===== config.mk =====
export PLATFORM = sky130hd
export DESIGN_NAME = ddr_sample_stream
export DESIGN_NICKNAME = d
export VERILOG_FILES = /design/src/rtl/ddr_cap_pkg.sv /design/src/rtl/ddr_cap_datapath.sv /design/src/rtl/ddr_cap_ctrl.sv /design/src/rtl/ddr_sample_stream.sv
export SDC_FILE = /design/constraint.sdc
export NUM_CORES = 1
export LEC_CHECK = 0
export BUFFER_PORTS_ARGS = -buffer_cell sky130_fd_sc_hd__buf_2
export CAP_MARGIN = 10
export CORE_MARGIN = 2
export CORE_UTILIZATION = 45
export DETAILED_ROUTE_END_ITERATION = 8
export GPL_TIMING_DRIVEN = 0
export PLACE_DENSITY = 0.72
export RECOVER_POWER = 100
export SETUP_SLACK_MARGIN = 0.3
export SLEW_MARGIN = 10
export SYNTH_ARGS = -nofsm -noshare
export SYNTH_HDL_FRONTEND = slang
export SYNTH_SLANG_ARGS = --single-unit

===== constraint.sdc =====
create_clock -name clk -period 1.74 [get_ports clk]
set_input_delay 0.174 -clock clk [delete_from_list [all_inputs] [get_ports clk]]
set_output_delay 0.174 -clock clk [all_outputs]
set_load 0.1 [all_outputs]

===== src/rtl/ddr_cap_pkg.sv =====
package ddr_cap_pkg;

  // Control-to-datapath strobes for the output register and the spare slot.
  typedef struct packed {
    logic loadOutWord;  // output register takes the freshly assembled word
    logic loadOutPend;  // output register takes the spare slot's word
    logic loadPend;     // spare slot takes the freshly assembled word
  } strobe_t;

endpackage


===== src/rtl/ddr_cap_datapath.sv =====
module ddr_cap_datapath
  import ddr_cap_pkg::*;
#(
  parameter int LANES = 6,
  parameter int OUT_W = 16
) (
  input  logic             clk,
  input  logic             rst,
  input  logic [LANES-1:0] laneData,
  input  logic             laneValid,
  input  logic             swapPair,
  input  logic             twosComp,
  input  strobe_t          strobes,
  output logic             wordValid,
  output logic [OUT_W-1:0] outData
);

  localparam int SAMPLE_W = 2 * LANES;
  localparam int EXT_W    = OUT_W - SAMPLE_W;

  logic [LANES-1:0]    riseQ;
  logic                riseValidQ;
  logic [LANES-1:0]    fallQ;
  logic [SAMPLE_W-1:0] code;
  logic                topBit;
  logic [OUT_W-1:0]    fmtWord;
  logic [OUT_W-1:0]    wordData;
  logic [OUT_W-1:0]    pendData;

  // Modelled DDR input register, rising half
  always_ff @(posedge clk) begin
    if (rst) begin
      riseQ      <= '0;
      riseValidQ <= 1'b0;
    end else begin
      riseQ      <= laneData;
      riseValidQ <= laneValid;
    end
  end

  // Modelled DDR input register, falling half
  always_ff @(negedge clk) begin
    fallQ <= laneData;
  end

  // Pair ordering per lane
  for (genvar k = 0; k < LANES; k++) begin : g_lane
    assign code[2*k]   = swapPair ? fallQ[k] : riseQ[k];
    assign code[2*k+1] = swapPair ? riseQ[k] : fallQ[k];
  end

  // Number format and extension
  always_comb begin
    topBit  = code[SAMPLE_W-1] ^ twosComp;
    fmtWord = {(twosComp ? {EXT_W{topBit}} : {EXT_W{1'b0}}), topBit, code[SAMPLE_W-2:0]};
  end

  // Word assembly on the rising edge after both halves are held
  always_ff @(posedge clk) begin
    if (rst) begin
      wordValid <= 1'b0;
      wordData  <= '0;
    end else begin
      wordValid <= riseValidQ;
      wordData  <= fmtWord;
    end
  end

  // Output register and single spare slot
  always_ff @(posedge clk) begin
    if (rst) begin
      outData  <= '0;
      pendData <= '0;
    end else begin
      if (strobes.loadOutWord)      outData <= wordData;
      else if (strobes.loadOutPend) outData <= pendData;
      if (strobes.loadPend)         pendData <= wordData;
    end
  end


  lane_to_word_chk: assert property (@(posedge clk) disable iff (rst)
    laneValid |=> ##1 wordValid);


  idle_lane_chk: assert property (@(posedge clk) disable iff (rst)
    !laneValid |=> ##1 !wordValid);

endmodule


===== src/rtl/ddr_cap_ctrl.sv =====
module ddr_cap_ctrl
  import ddr_cap_pkg::*;
(
  input  logic    clk,
  input  logic    rst,
  input  logic    wordValid,
  input  logic    tready,
  output strobe_t strobes,
  output logic    outValid,
  output logic    overflow
);

  logic pendValid;
  logic accept;
  logic drop;

  always_comb begin
    strobes = '0;
    drop    = 1'b0;
    accept  = outValid && tready;
    if (!outValid) begin
      strobes.loadOutWord = wordValid;
    end else if (accept) begin
      if (pendValid) begin
        strobes.loadOutPend = 1'b1;
        strobes.loadPend    = wordValid;
      end else begin
        strobes.loadOutWord = wordValid;
      end
    end else if (wordValid) begin
      if (!pendValid) strobes.loadPend = 1'b1;
      else            drop = 1'b1;
    end
  end

  always_ff @(posedge clk) begin
    if (rst) begin
      outValid  <= 1'b0;
      pendValid <= 1'b0;
      overflow  <= 1'b0;
    end else begin
      outValid <= strobes.loadOutWord || strobes.loadOutPend || (outValid && !accept);
      if (strobes.loadPend)         pendValid <= 1'b1;
      else if (strobes.loadOutPend) pendValid <= 1'b0;
      overflow <= overflow || drop;
    end
  end


  pend_behind_out_chk: assert property (@(posedge clk) disable iff (rst)
    pendValid |-> outValid);


  overflow_sticky_chk: assert property (@(posedge clk) disable iff (rst)
    overflow |=> overflow);


  drop_flags_chk: assert property (@(posedge clk) disable iff (rst)
    (wordValid && outValid && !tready && pendValid) |=> overflow);

endmodule


===== src/rtl/ddr_sample_stream.sv =====
module ddr_sample_stream
  import ddr_cap_pkg::*;
#(
  parameter int LANES = 6,
  parameter int OUT_W = 16
) (
  input  logic             clk,
  input  logic             rst,
  input  logic [LANES-1:0] laneData,
  input  logic             laneValid,
  input  logic             swapPair,
  input  logic             twosComp,
  output logic             tvalid,
  input  logic             tready,
  output logic [OUT_W-1:0] tdata,
  output logic             overflow
);

  localparam int SAMPLE_W = 2 * LANES;

  strobe_t strobes;
  logic    wordValid;

  ddr_cap_datapath #(.LANES(LANES), .OUT_W(OUT_W)) u_dp (
    .clk       (clk),
    .rst       (rst),
    .laneData  (laneData),
    .laneValid (laneValid),
    .swapPair  (swapPair),
    .twosComp  (twosComp),
    .strobes   (strobes),
    .wordValid (wordValid),
    .outData   (tdata)
  );

  ddr_cap_ctrl u_ctrl (
    .clk       (clk),
    .rst       (rst),
    .wordValid (wordValid),
    .tready    (tready),
    .strobes   (strobes),
    .outValid  (tvalid),
    .overflow  (overflow)
  );


  stall_hold_chk: assert property (@(posedge clk) disable iff (rst)
    (tvalid && !tready) |=> (tvalid && $stable(tdata)));


  sign_ext_chk: assert property (@(posedge clk) disable iff (rst)
    (tvalid && twosComp) |-> (tdata[OUT_W-1:SAMPLE_W-1] == '0 || tdata[OUT_W-1:SAMPLE_W-1] == '1));


  reset_clear_chk: assert property (@(posedge clk)
    $past(rst) |-> (!tvalid && !overflow));

endmodule


## After elaboration in Yosys (flattened, before gate mapping)

Cells that the tools add are included.

| word-level totals | value |
|---|---|
| input port bits | 12 |
| output and inout port bits | 18 |
| bits in latches | 0 |
| bits in writable memories | 0 |
| bits in read-only memories | 0 |
| word-level logic and storage cells | 50 |
| memories kept | 0 |
| register bits | 59 |

| operators by class | value |
|---|---|
| bitwise operators | 2 |
| magnitude comparators | 0 |
| eq/ne operators | 0 |
| add/sub/neg operators | 0 |
| muxes and demuxes | 28 |
| reduce and logical (&&, ||, !) cells | 9 |
| $mul | 0 |
| divide/modulo/power cells | 0 |
| shift operators | 0 |

Operators by type and width:

| operator | number |
|---|---|
| two-way mux 16 bit | 2 |
| two-way mux 1 bit | 23 |
| two-way mux 2 bit | 3 |
| nonzero test 2 bit | 2 |
| logical OR 1 bit | 3 |
| logical AND 1 bit | 2 |
| OR reduction 2 bit | 1 |
| logical NOT 1 bit | 1 |
| NOT 1 bit | 1 |
| XOR 1 bit | 1 |

## Longest topological paths before layout

Gate-level depths: netlist of the first run.

| logic depth | value |
|---|---|
| depth after elaboration | 6 |
| depth in mapped cells | 4 |
| gate-level depth less buffers | 3 |

## By module

Synthesis of the first run repeated with hierarchy kept, for this count alone.

| second synthesis, totals | value |
|---|---|
| cells, all modules | 188 |
| area, all modules | 2054.5 um^2 |

By module, submodules not included:

| module | instances | area an instance (um^2) | cells an instance |
|---|---|---|---|
| ddr_cap_datapath | 1 | 1909.3 | 170 |
| ddr_cap_ctrl | 1 | 145.1 | 18 |

==> metrics, run 1 <==
register area share after synthesis=0.531; layout cells sized above 1=0.247; Worst IR Drop VDD=between 0.4 and 0.5 mV; Die X=72.5 microns; placed cell count=~280; crit path DAT=2.01 ns; Ports=30; DR pass1 iterations=4; R2R depth=3; synth cell count leaders=56 x dfxtp_1, 26 x nand2b_1, 24 x mux2i_1; initial core utilization=0.475; ant diodes=0; final hold violation count=0; Worst R2R Setup Slack=-0.02 ns; grt ovf=0; Mapped Area=between 0.002 and 0.0025 sq mm; clk sink count=56; PortBufs=28; CP required=roughly 2.0 ns; Most used DFF post-synth=dfxtp_1; synthesized instance count=around 200; Die H=72.5 microns; multi-input logic area=between 800 and 900 sq um; vias in the first global route=about 1300; RePlAce Congestion=between 0.7 and 0.8; critical path fanouts, max=3; CTS tree=done; row count=24; Yosys cell types=24; pre-CTS setup slack=-0.0103 ns; register area=roughly 0.0011 sq mm; Synthesized Nets=215; Tot Pwr=between 2 and 2.5 mW; initial antenna violation count=0; crit path kind=flip-flop to flip-flop; Yosys warnings=0; Rel. slew slack=0.637; Post-Layout Cell Count=299; status=complete, but fails checks; Hold Slack=between 0.07 and 0.08 ns; DR vias=between 1000 and 1500; top-count cell post-synth=dfxtp_1; slew at the pin with the worst max-slew slack=~0.54 ns; die area=0.00526 sq mm; worst r2r dst=u_dp.wordData[11]; clock slew at reported path FFs=0.11 ns; Area growth syn-to-layout=16.5%; fillcell total=429; final wirelength=between 3000 and 4000 microns; hold_buf cts=0; clk_lat worst skew=approximately 0.36 ns; Worst Skew=roughly 0.063 ns; #FFs+latches synth=56; Core Footprint=~0.0044 sq mm; Post-DP HPWL=approximately 2700 microns; max incr delay on CP=around 0.3 ns; PwrDens=1000 mW/mm^2; pin count of the biggest net entering global routing=20; leakage power=just over 1 nW; Synth area leaders=dfxtp_1 53%, mux2i_1 11%, nand2b_1 7.7%, o221a_1 5.3%, a21oi_1 3.6%; ys async rst share=0; GRT Overall Usage=0.154; Post-synth EDFFs=0; htree depth=2; Min-Delay Path Class=primary input to flip-flop; Final Core Density=0.553; area share of the largest cell type after synthesis=0.531; # setup viols final=2; unrepaired setup endpoints after global routing=true; max cap viols=0; Slowest-stage cell, CP=dfxtp_1; first-pass GRT wire length=slightly above 6000 microns; Cells on Worst Hold Path=2; failing checks=setup timing; pins over their slew limit=0; clk buf depth=2; leading area contributor after synthesis=dfxtp_1; CTS Buf Count=5; min-delay src=laneData[2]; DR WL/cell=roughly 12 microns; DRC viols=0; Clock Tree Root=clkbuf_8; sequence of cells on the critical path=mux2_4 > nand2_1 > nor3b_2; Crit Reg-Reg Startpoint=u_dp.fallQ[5]; Via density=between 4 and 5; # nets final=258; mean area per synthesized cell=10.4 sq um; final worst slack=-0.0221 ns; initial drt markers=65; CP endpoint kind=flip-flop; Final ANT Viol Nets=0; CP Launch Type=flip-flop; Endpoint, Worst Hold=u_dp.riseQ[2]
power by group:
part / switching (mW) / leakage, nW / total (mW) / internal (mW)
clock: 0.468 / 0.0811 / 0.783 / 0.315
combinational: 0.223 / 0.462 / 0.313 / 0.0901
sequential: 0.0319 / 0.462 / 1.37 / 1.33
total: 0.723 / 1.01 / 2.46 / 1.74
worst max-delay path, delay by kind of cell (launching register included):
kind	cells	cell delay, ns
flops	1	0.30
mux	1	0.30
simple gates	2	0.19
cells by family (layout without fill, tap and decap cells):
family	count (synthesis)	in the layout	synth area share
AOI/OAI and AO/OA	32	32	0.119
buffers and inverters	30	74	0.0669
DFF	56	56	0.531
muxes	25	25	0.119
and+or+nand+nor	60	60	0.164
state kept, by name, summed over array words and instances, names as in the netlist, 6 cells and up:
| signal | count |
|---|---|
| u_dp.wordData | 13 |
| u_dp.fallQ | 6 |
| u_dp.outData | 13 |
| u_dp.pendData | 13 |
| u_dp.riseQ | 6 |
placed cells by master (no fill, tap or decap), types with 2 or more instances in the layout:
master and instances:
buf_4 5, inv_6 2, a21oi_1 15, nand2_1 3, mux2i_1 24, clkbuf_2 19, dfxtp_2 2, nor2_1 14
nand2b_1 26, inv_1 20, dfxtp_1 53, nor3b_2 2, clkbuf_8 5, o221a_2 3, nor2b_1 10, o221a_1 10
buf_2 14, clkbuf_1 8
what timing repair did:
| action | 4_1_cts | 5_1_grt |
|---|---|---|
| gates cloned | 0 | 1 |
| setup buffers | 0 | 2 |
| hold endpoints to repair | 0 | 0 |
| pin swaps | 2 | 1 |
| resized for setup | 7 | 5 |
| setup endpoints to repair | 13 | 25 |
final cells by class:
class / count / area share
Inverter: 14 / 0.0214
Timing Repair Buffer: 31 / 0.0631
Buffer: 15 / 0.0315
Sequential cell: 56 / 0.458
Clock buffer: 5 / 0.0280
Tap cell: 52 / 0.0264
Clock inverter: 9 / 0.0198
Multi-Input combinational cell: 117 / 0.351
per-stage QoR:
step | setup TNS (ns) | area, sq um
2_1_floorplan | 0 | 2130
4_1_cts | -0.0290 | 2460
5_1_grt | -0.0694 | 2460
3_5_place_dp | -0.0103 | 2330
3_3_place_gp | 0 | 2330
6_report | -0.0223 | 2460
worst max-delay path by stage:
stage                        startpoint                 to  slack, ns  depth (start not counted)
after floorplan           u_dp.fallQ[5]  u_dp.wordData[11]       0.05                          3
after global placement    u_dp.fallQ[5]  u_dp.wordData[12]       0.01                          2
after detailed placement  u_dp.fallQ[5]  u_dp.wordData[12]      -0.01                          2
after CTS                 u_dp.fallQ[5]  u_dp.wordData[11]      -0.03                          3
after global routing      u_dp.fallQ[5]  u_dp.wordData[11]      -0.06                          3
final                     u_dp.fallQ[5]  u_dp.wordData[11]      -0.02                          3
metal layers:
| metal | wire (microns) | global-route usage |
|---|---|---|
| met1 | 1830 | 0.191 |
| met2 | 1710 | 0.249 |
| met3 | 147 | 0.0528 |
| met4 | 41 | 0.0556 |
| met5 | 0 | 0 |
(Power assumes the default switching activity.)
==> inputs of run 2 (changes only) <==
--- a/config.mk
+++ b/config.mk
@@ -11,7 +11,7 @@
 export CORE_UTILIZATION = 45
 export DETAILED_ROUTE_END_ITERATION = 8
 export GPL_TIMING_DRIVEN = 0
-export PLACE_DENSITY = 0.72
+export PLACE_DENSITY = 0.75
 export RECOVER_POWER = 100
 export SETUP_SLACK_MARGIN = 0.3
 export SLEW_MARGIN = 10
==> constraint.sdc (replaced) <==
create_clock -name clk -period 1.46 [get_ports clk]
set_input_delay 0.146 -clock clk [delete_from_list [all_inputs] [get_ports clk]]
set_output_delay 0.146 -clock clk [all_outputs]
set_load 0.1 [all_outputs]
==> run 2 against run 1 <==
Effect of this change: the run still ends with setup timing left; via count grew 1.1%; register-to-register slack lost 0.19 ns; cell count grew 2.0%; largest power group unchanged; clock-buffer cell count is the same; power grew 25%; die area is the same; largest cell class unchanged; flip-flop and latch count is the same; combinational power grew 26%; highest routed layer unchanged; non-clock buffer count grew 6; setup slack lost 0.19 ns; cell area grew 6.3%.
==> metrics, run 2 (synthesis gave the netlist of run 1 again) <==
clock slew at reported path FFs=0.10 ns (about the same); worst r2r dst=u_dp.wordData[11]; Worst R2R Setup Slack=-0.21 ns (-0.19 ns); PwrDens=1180 mW/mm^2 (+18%); Worst Skew=0.0608 ns (-0.00169 ns); leakage power=1.07 nW (+6.7%); PortBufs=28 (unchanged); Via density=4.93 (-0.85%); first-pass GRT wire length=6240 microns (+1.6%); post-place instance area=0.00236 sq mm (+1.2%); Final ANT Viol Nets=0 (unchanged); layout cells sized above 1=0.320 (+0.0732); critical path fanouts, max=3 (unchanged); crit path DAT=1.91 ns (-0.10 ns); CP endpoint kind=flip-flop; DR vias=1503 (+1.1%); Die X=72.5 microns (unchanged); Clock Tree Root=clkbuf_8; status=complete, but fails checks; R2R depth=3 (unchanged); Sum Neg Setup Slack=-0.364 ns (-0.342 ns); ant diodes=0 (unchanged); clk buf depth=2 (unchanged); hold_buf cts=0 (unchanged); CP Launch Type=flip-flop; DR WL/cell=13.3 microns (+6.4%); Crit Reg-Reg Startpoint=u_dp.fallQ[5]; design area=0.00261 sq mm (+6.3%); row count=24 (unchanged); CTS tree=done; vias in the first global route=1333 (+0.60%); min-delay src=laneValid; final wirelength=4050 microns (+8.5%); Post-Layout Cell Count=305 (+2.0%); clk sink count=56 (unchanged); Rel. slew slack=0.602 (-0.0348); Post-DP HPWL=2630 microns (-1.4%); Core Footprint=0.00444 sq mm (unchanged); initial antenna violation count=0 (unchanged); htree depth=2 (unchanged); die area=0.00526 sq mm (unchanged); max cap viols=0 (unchanged); Ports=30 (unchanged); Cells on Worst Hold Path=2 (unchanged); CTS Buf Count=5 (unchanged); RePlAce Congestion=0.712 (-5.9%); slew at the pin with the worst max-slew slack=0.597 ns (+0.0521 ns); DR pass1 iterations=4 (unchanged); DRC viols=0 (unchanged); # setup viols final=2 (unchanged); pre-CTS setup slack=-0.131 ns (-0.121 ns); Die H=72.5 microns (unchanged); initial drt markers=67 (+3.1%); # nets final=264 (+2.3%); grt ovf=0 (unchanged); most common cell after layout, fill and taps aside=dfxtp_1; crit path kind=flip-flop to flip-flop; final worst slack=-0.212 ns (-0.190 ns); clk_lat worst skew=0.37 ns (about the same); Min-Delay Path Class=primary input to flip-flop; final hold violation count=0 (unchanged); Endpoint, Worst Hold=u_dp.riseValidQ; pins over their slew limit=0 (unchanged); placed cell count=283 (unchanged); Area growth syn-to-layout=23.8%; Final Core Density=0.588 (+0.0346); commonest cells after routing, fill and taps aside=47 x dfxtp_1, 26 x nand2b_1, 24 x mux2i_1, 20 x inv_1, 18 x clkbuf_2; failing checks=setup timing; biggest regs=u_dp.outData (13), u_dp.pendData (13), u_dp.wordData (13); unrepaired setup endpoints after global routing=true; initial core utilization=0.475 (unchanged); CP required=1.70 ns (-0.29 ns); GRT Overall Usage=0.158 (+0.00446); Worst IR Drop VDD=0.690 mV (+49%); pin count of the biggest net entering global routing=18 (-10%)
[run 2: cell types whose count changed in the layout (fill, tap and decap cells not counted), moves of 3 or more]
cell / previous run / this run
o221a_2: 3 / 0
clkbuf_4: 0 / 4
buf_6: 0 / 5
dfxtp_1: 53 / 47
o221a_4: 0 / 3
a21oi_1: 15 / 11
dfxtp_2: 2 / 7
a21oi_2: 0 / 3
[run 2: timing repair]
action	in CTS	in global routing
pin swaps	15	7
buffers inserted	3	3
setup endpoints to repair	54	43
gates cloned	2	1
resized for setup	45	14
[run 2: worst max-delay path, stage by stage, from the launching register on]
cell	delay (ns)
dfxtp_2	0.31
mux2_4	0.29
nand2_1	0.06
nor3b_2	0.15
[run 2: per-stage QoR]
step	hold WS, ns	total power, mW
after global routing	0.0546	3.21
final	0.0470	3.09
after floorplan	0.274	1.99
after global placement	0.356	2.06
after detailed placement	0.370	2.07
after CTS	0.0424	3.15
[run 2: worst max-delay path by stage]
stage                   from                 to  slack [ns]
6_report       u_dp.fallQ[5]  u_dp.wordData[11]       -0.21
5_1_grt        u_dp.fallQ[5]  u_dp.wordData[11]       -0.22
4_1_cts        u_dp.fallQ[5]  u_dp.wordData[12]       -0.20
3_5_place_dp   u_dp.fallQ[5]  u_dp.wordData[11]       -0.13
3_3_place_gp   u_dp.fallQ[5]  u_dp.wordData[12]       -0.13
2_1_floorplan  u_dp.fallQ[5]  u_dp.wordData[11]       -0.09
[run 2: metal layers]
metal | up-vias | track usage | part of all wire
met3 | 4 | 0.0486 | 0.043
met4 | 0 | 0.0576 | 0.0062
li1 | 776 | - | -
met2 | 35 | 0.271 | 0.49
met5 | - | 0 | 0
met1 | 688 | 0.187 | 0.46
[run 2: power breakdown]
group,internal [mW],switching (mW)
clock,0.536,0.528
combinational,0.121,0.273
sequential,1.59,0.0418
total,2.25,0.843
[run 2: final cells by class]
type | count | area (sq um)
Tap cell | 52 | 65.1
Clock inverter | 9 | 67.6
Timing Repair Buffer | 37 | 219
Sequential cell | 56 | 1140
Fill cell | 398 | 1830
Multi-Input combinational cell | 117 | 921
Buffer | 15 | 82.6
Inverter | 14 | 52.6
Clock buffer | 5 | 68.8
==> inputs of run 3 (changes only) <==
--- a/config.mk
+++ b/config.mk
@@ -7,8 +7,10 @@
 export LEC_CHECK = 0
 export BUFFER_PORTS_ARGS = -buffer_cell sky130_fd_sc_hd__buf_2
 export CAP_MARGIN = 10
+export CORE_ASPECT_RATIO = 0.9
 export CORE_MARGIN = 2
 export CORE_UTILIZATION = 45
+export CTS_BUF_LIST = sky130_fd_sc_hd__clkbuf_16
 export DETAILED_ROUTE_END_ITERATION = 8
 export GPL_TIMING_DRIVEN = 0
 export PLACE_DENSITY = 0.75
@@ -17,4 +19,5 @@
 export SLEW_MARGIN = 10
 export SYNTH_ARGS = -nofsm -noshare
 export SYNTH_HDL_FRONTEND = slang
+export SYNTH_HIERARCHICAL = 1
 export SYNTH_SLANG_ARGS = --single-unit
==> run 3 against run 2 <==
Effect of this change: the flow still finishes with violations (setup timing); wire length is 3.8% lower; area after synthesis decreased by 2.7%; cell count shrank 1.3%; die area decreased by 2.6%; global-route usage decreased by 0.28 points; register-to-register slack got worse by 0.13 ns; clock power up 14%; power increased by 4.4%; critical path depth fell by 1; first-iteration DRC count fell by 34%; synthesized cell count is 7.4% lower; largest cell class unchanged.
==> metrics, run 3 <==
Final Core Density=0.597 (+0.00872); RePlAce Congestion=0.674 (-5.3%); final hold violation count=0 (unchanged); die area=0.00512 sq mm (-2.6%); clk buf depth=2 (unchanged); initial drt markers=44 (-34%); Worst IR Drop VDD=0.819 mV (+19%); htree depth=2 (unchanged); pins over their slew limit=0 (unchanged); most common cell after layout, fill and taps aside=dfxtp_1; Post-Synth XOR/XNOR Area=0.00426 (+0.00426); register area share after synthesis=0.546 (+0.0149); Worst R2R Setup Slack=-0.34 ns (-0.13 ns); Min-Delay Path Class=primary input to flip-flop; slew at the pin with the worst max-slew slack=0.657 ns (+0.0605 ns); row count=23 (-4.2%); failing checks=setup timing; grt ovf=0 (unchanged); unrepaired setup endpoints after global routing=true; Synth area leaders=dfxtp_1 55%, mux2i_1 18%, nor2b_1 7.3%, nor2_1 4.9%, a211oi_1 4.8%; layout cells sized above 1=0.331 (+0.0104); GRT Overall Usage=0.156 (-0.00275); synthesized instance count=188 (-7.4%); PwrDens=1220 mW/mm^2 (+3.1%); clock slew at reported path FFs=0.07 ns (-0.03 ns); leading area contributor after synthesis=dfxtp_1; # nets final=250 (-5.3%); Clock Tree Root=clkbuf_16; synth cell count leaders=56 x dfxtp_1, 37 x mux2i_1, 27 x nor2_1; Yosys warnings=6 (+6); CTS tree=done; crit path DAT=1.98 ns (+0.07 ns); clk sink count=56 (unchanged); ys async rst share=0 (unchanged); pre-CTS setup slack=-0.258 ns (-0.127 ns); Hold Slack=0.0681 ns (+0.0211 ns); register area=0.00114 sq mm (+0.11%); Worst Skew=0.0754 ns (+0.0145 ns); #FFs+latches synth=56 (unchanged); Synth Area in Adders=0 (unchanged); CP Launch Type=flip-flop; commonest cells after routing, fill and taps aside=46 x dfxtp_1, 35 x mux2i_1, 27 x nor2_1, 24 x nor2b_1, 15 x clkbuf_2; Die H=68.1 microns (-6.1%); Die X=75.2 microns (+3.7%); status=complete, but fails checks; PortBufs=29 (+3.6%); Mapped Area=0.00205 sq mm (-2.7%); area share of the largest cell type after synthesis=0.546 (+0.0149); DR vias=1400 (-6.9%); multi-input logic area=880 sq um (-4.5%); critical path fanouts, max=2 (-1); hold_buf cts=0 (unchanged); pin count of the biggest net entering global routing=18 (unchanged); crit path kind=flip-flop to flip-flop; Via density=4.65 (-5.6%); fillcell total=410 (+3.0%); Post-synth EDFFs=0 (unchanged); Synth Area in Compound Gates=0.0627 (-0.0563); CTS Buf Count=5 (unchanged); Most used DFF post-synth=dfxtp_1; max cap viols=0 (unchanged); initial antenna violation count=0 (unchanged); Final ANT Viol Nets=0 (unchanged); multiplexer area fraction after synthesis=0.195 (+0.0758); largest family of logic cells by synthesized area=multiplexers; final worst slack=-0.341 ns (-0.129 ns); vias in the first global route=1291 (-3.2%); final wirelength=3890 microns (-3.8%); Area growth syn-to-layout=28.7%; top-count cell post-synth=dfxtp_1; first-pass GRT wire length=5850 microns (-6.2%); Tot Pwr=3.22 mW (+4.4%); clk_lat worst skew=0.36 ns (about the same); biggest regs=u_dp/outData (13), u_dp/pendData (13), u_dp/wordData (13); ant diodes=0 (unchanged); Ports=30 (unchanged); Sum Neg Setup Slack=-0.678 ns (-0.313 ns); Yosys cell types=21 (-13%); Core Footprint=0.00443 sq mm (-0.28%); DRC viols=0 (unchanged); CP endpoint kind=flip-flop; Rel. slew slack=0.562 (-0.0403); CP required=1.63 ns (-0.07 ns); initial core utilization=0.464 (-0.0116); Synthesized Nets=200 (-7.0%); Synth Area in Simple Gates=0.136 (-0.0283); # setup viols final=12 (+10); Post-DP HPWL=2410 microns (-8.3%); leakage power=1.09 nW (+1.5%); DR pass1 iterations=4 (unchanged); DR WL/cell=12.9 microns (-2.6%); mean area per synthesized cell=10.9 sq um (+5.0%)
run 3: cell count changes in the layout (fill, tap and decap cells not counted), moves of 5 or more:
cell,delta
a211oi_2,+8
clkbuf_16,+7
mux2i_1,+11
a211oi_1,+5
nand2b_1,-26
o221a_1,-10
inv_1,-12
nor2b_1,+15
a21oi_1,-9
buf_4,+7
nor2_1,+14
run 3: timing repair:
action / 4_1_cts / 5_1_grt
pin swaps: 2 / 2
setup endpoints to repair: 57 / 39
gates cloned: 0 / 2
gates resized for setup: 45 / 10
setup buffers: 0 / 7
run 3: kinds of logic (layout without fill, tap and decap cells):
group / after synthesis / in the layout
compound gates: 18 / 18
xor+xnor: 1 / 1
buf+inv: 18 / 69
flops: 56 / 56
mux: 39 / 39
simple gates: 56 / 56
run 3: per-stage QoR:
step,instance area (sq um),cells
2_1_floorplan,2080,188
3_3_place_gp,2300,279
3_5_place_dp,2300,279
4_1_cts,2600,292
5_1_grt,2650,301
6_report,2650,301
run 3: critical path, cell delays in order, from the launching register on:
cell and delay [ns]:
dfxtp_2 0.31, mux2_4 0.27, mux2_4 0.30
run 3: final cells by class:
cell class,instances,share of cell area
multi-input combinational,114,0.333
sequential,56,0.430
timing repair buffer,38,0.0856
tap,62,0.0293
clock inverter,9,0.0166
clock buffer,5,0.0473
buffer,15,0.0553
inverter,2,0.00284
run 3: metal layers:
layer  vias up  share of wire  track usage
met3         2          0.024       0.0353
met1       646           0.46        0.183
met2        23           0.51        0.273
li1        729              -            -
met5         -              0            0
met4         0         0.0046       0.0658
run 3: final timing paths:
| path | cells after the start | start | to |
|---|---|---|---|
| worst max-delay path | 2 | u_dp/fallQ[5] | u_dp/wordData[11] |
| worst max register to register | 2 | u_dp/fallQ[5] | u_dp/wordData[11] |
| worst min register to register | 1 | u_dp/riseValidQ | u_dp/wordValid |
| worst min-delay path | 2 | laneValid | u_dp/riseValidQ |
run 3: report_power, final:
| part | leakage, nW | switching (mW) | internal [mW] | total (mW) |
|---|---|---|---|---|
| Clock | 0.104 | 0.554 | 0.661 | 1.21 |
| Sequential | 0.464 | 0.0340 | 1.59 | 1.62 |
| Combinational | 0.521 | 0.271 | 0.113 | 0.385 |
| Total | 1.09 | 0.860 | 2.37 | 3.22 |
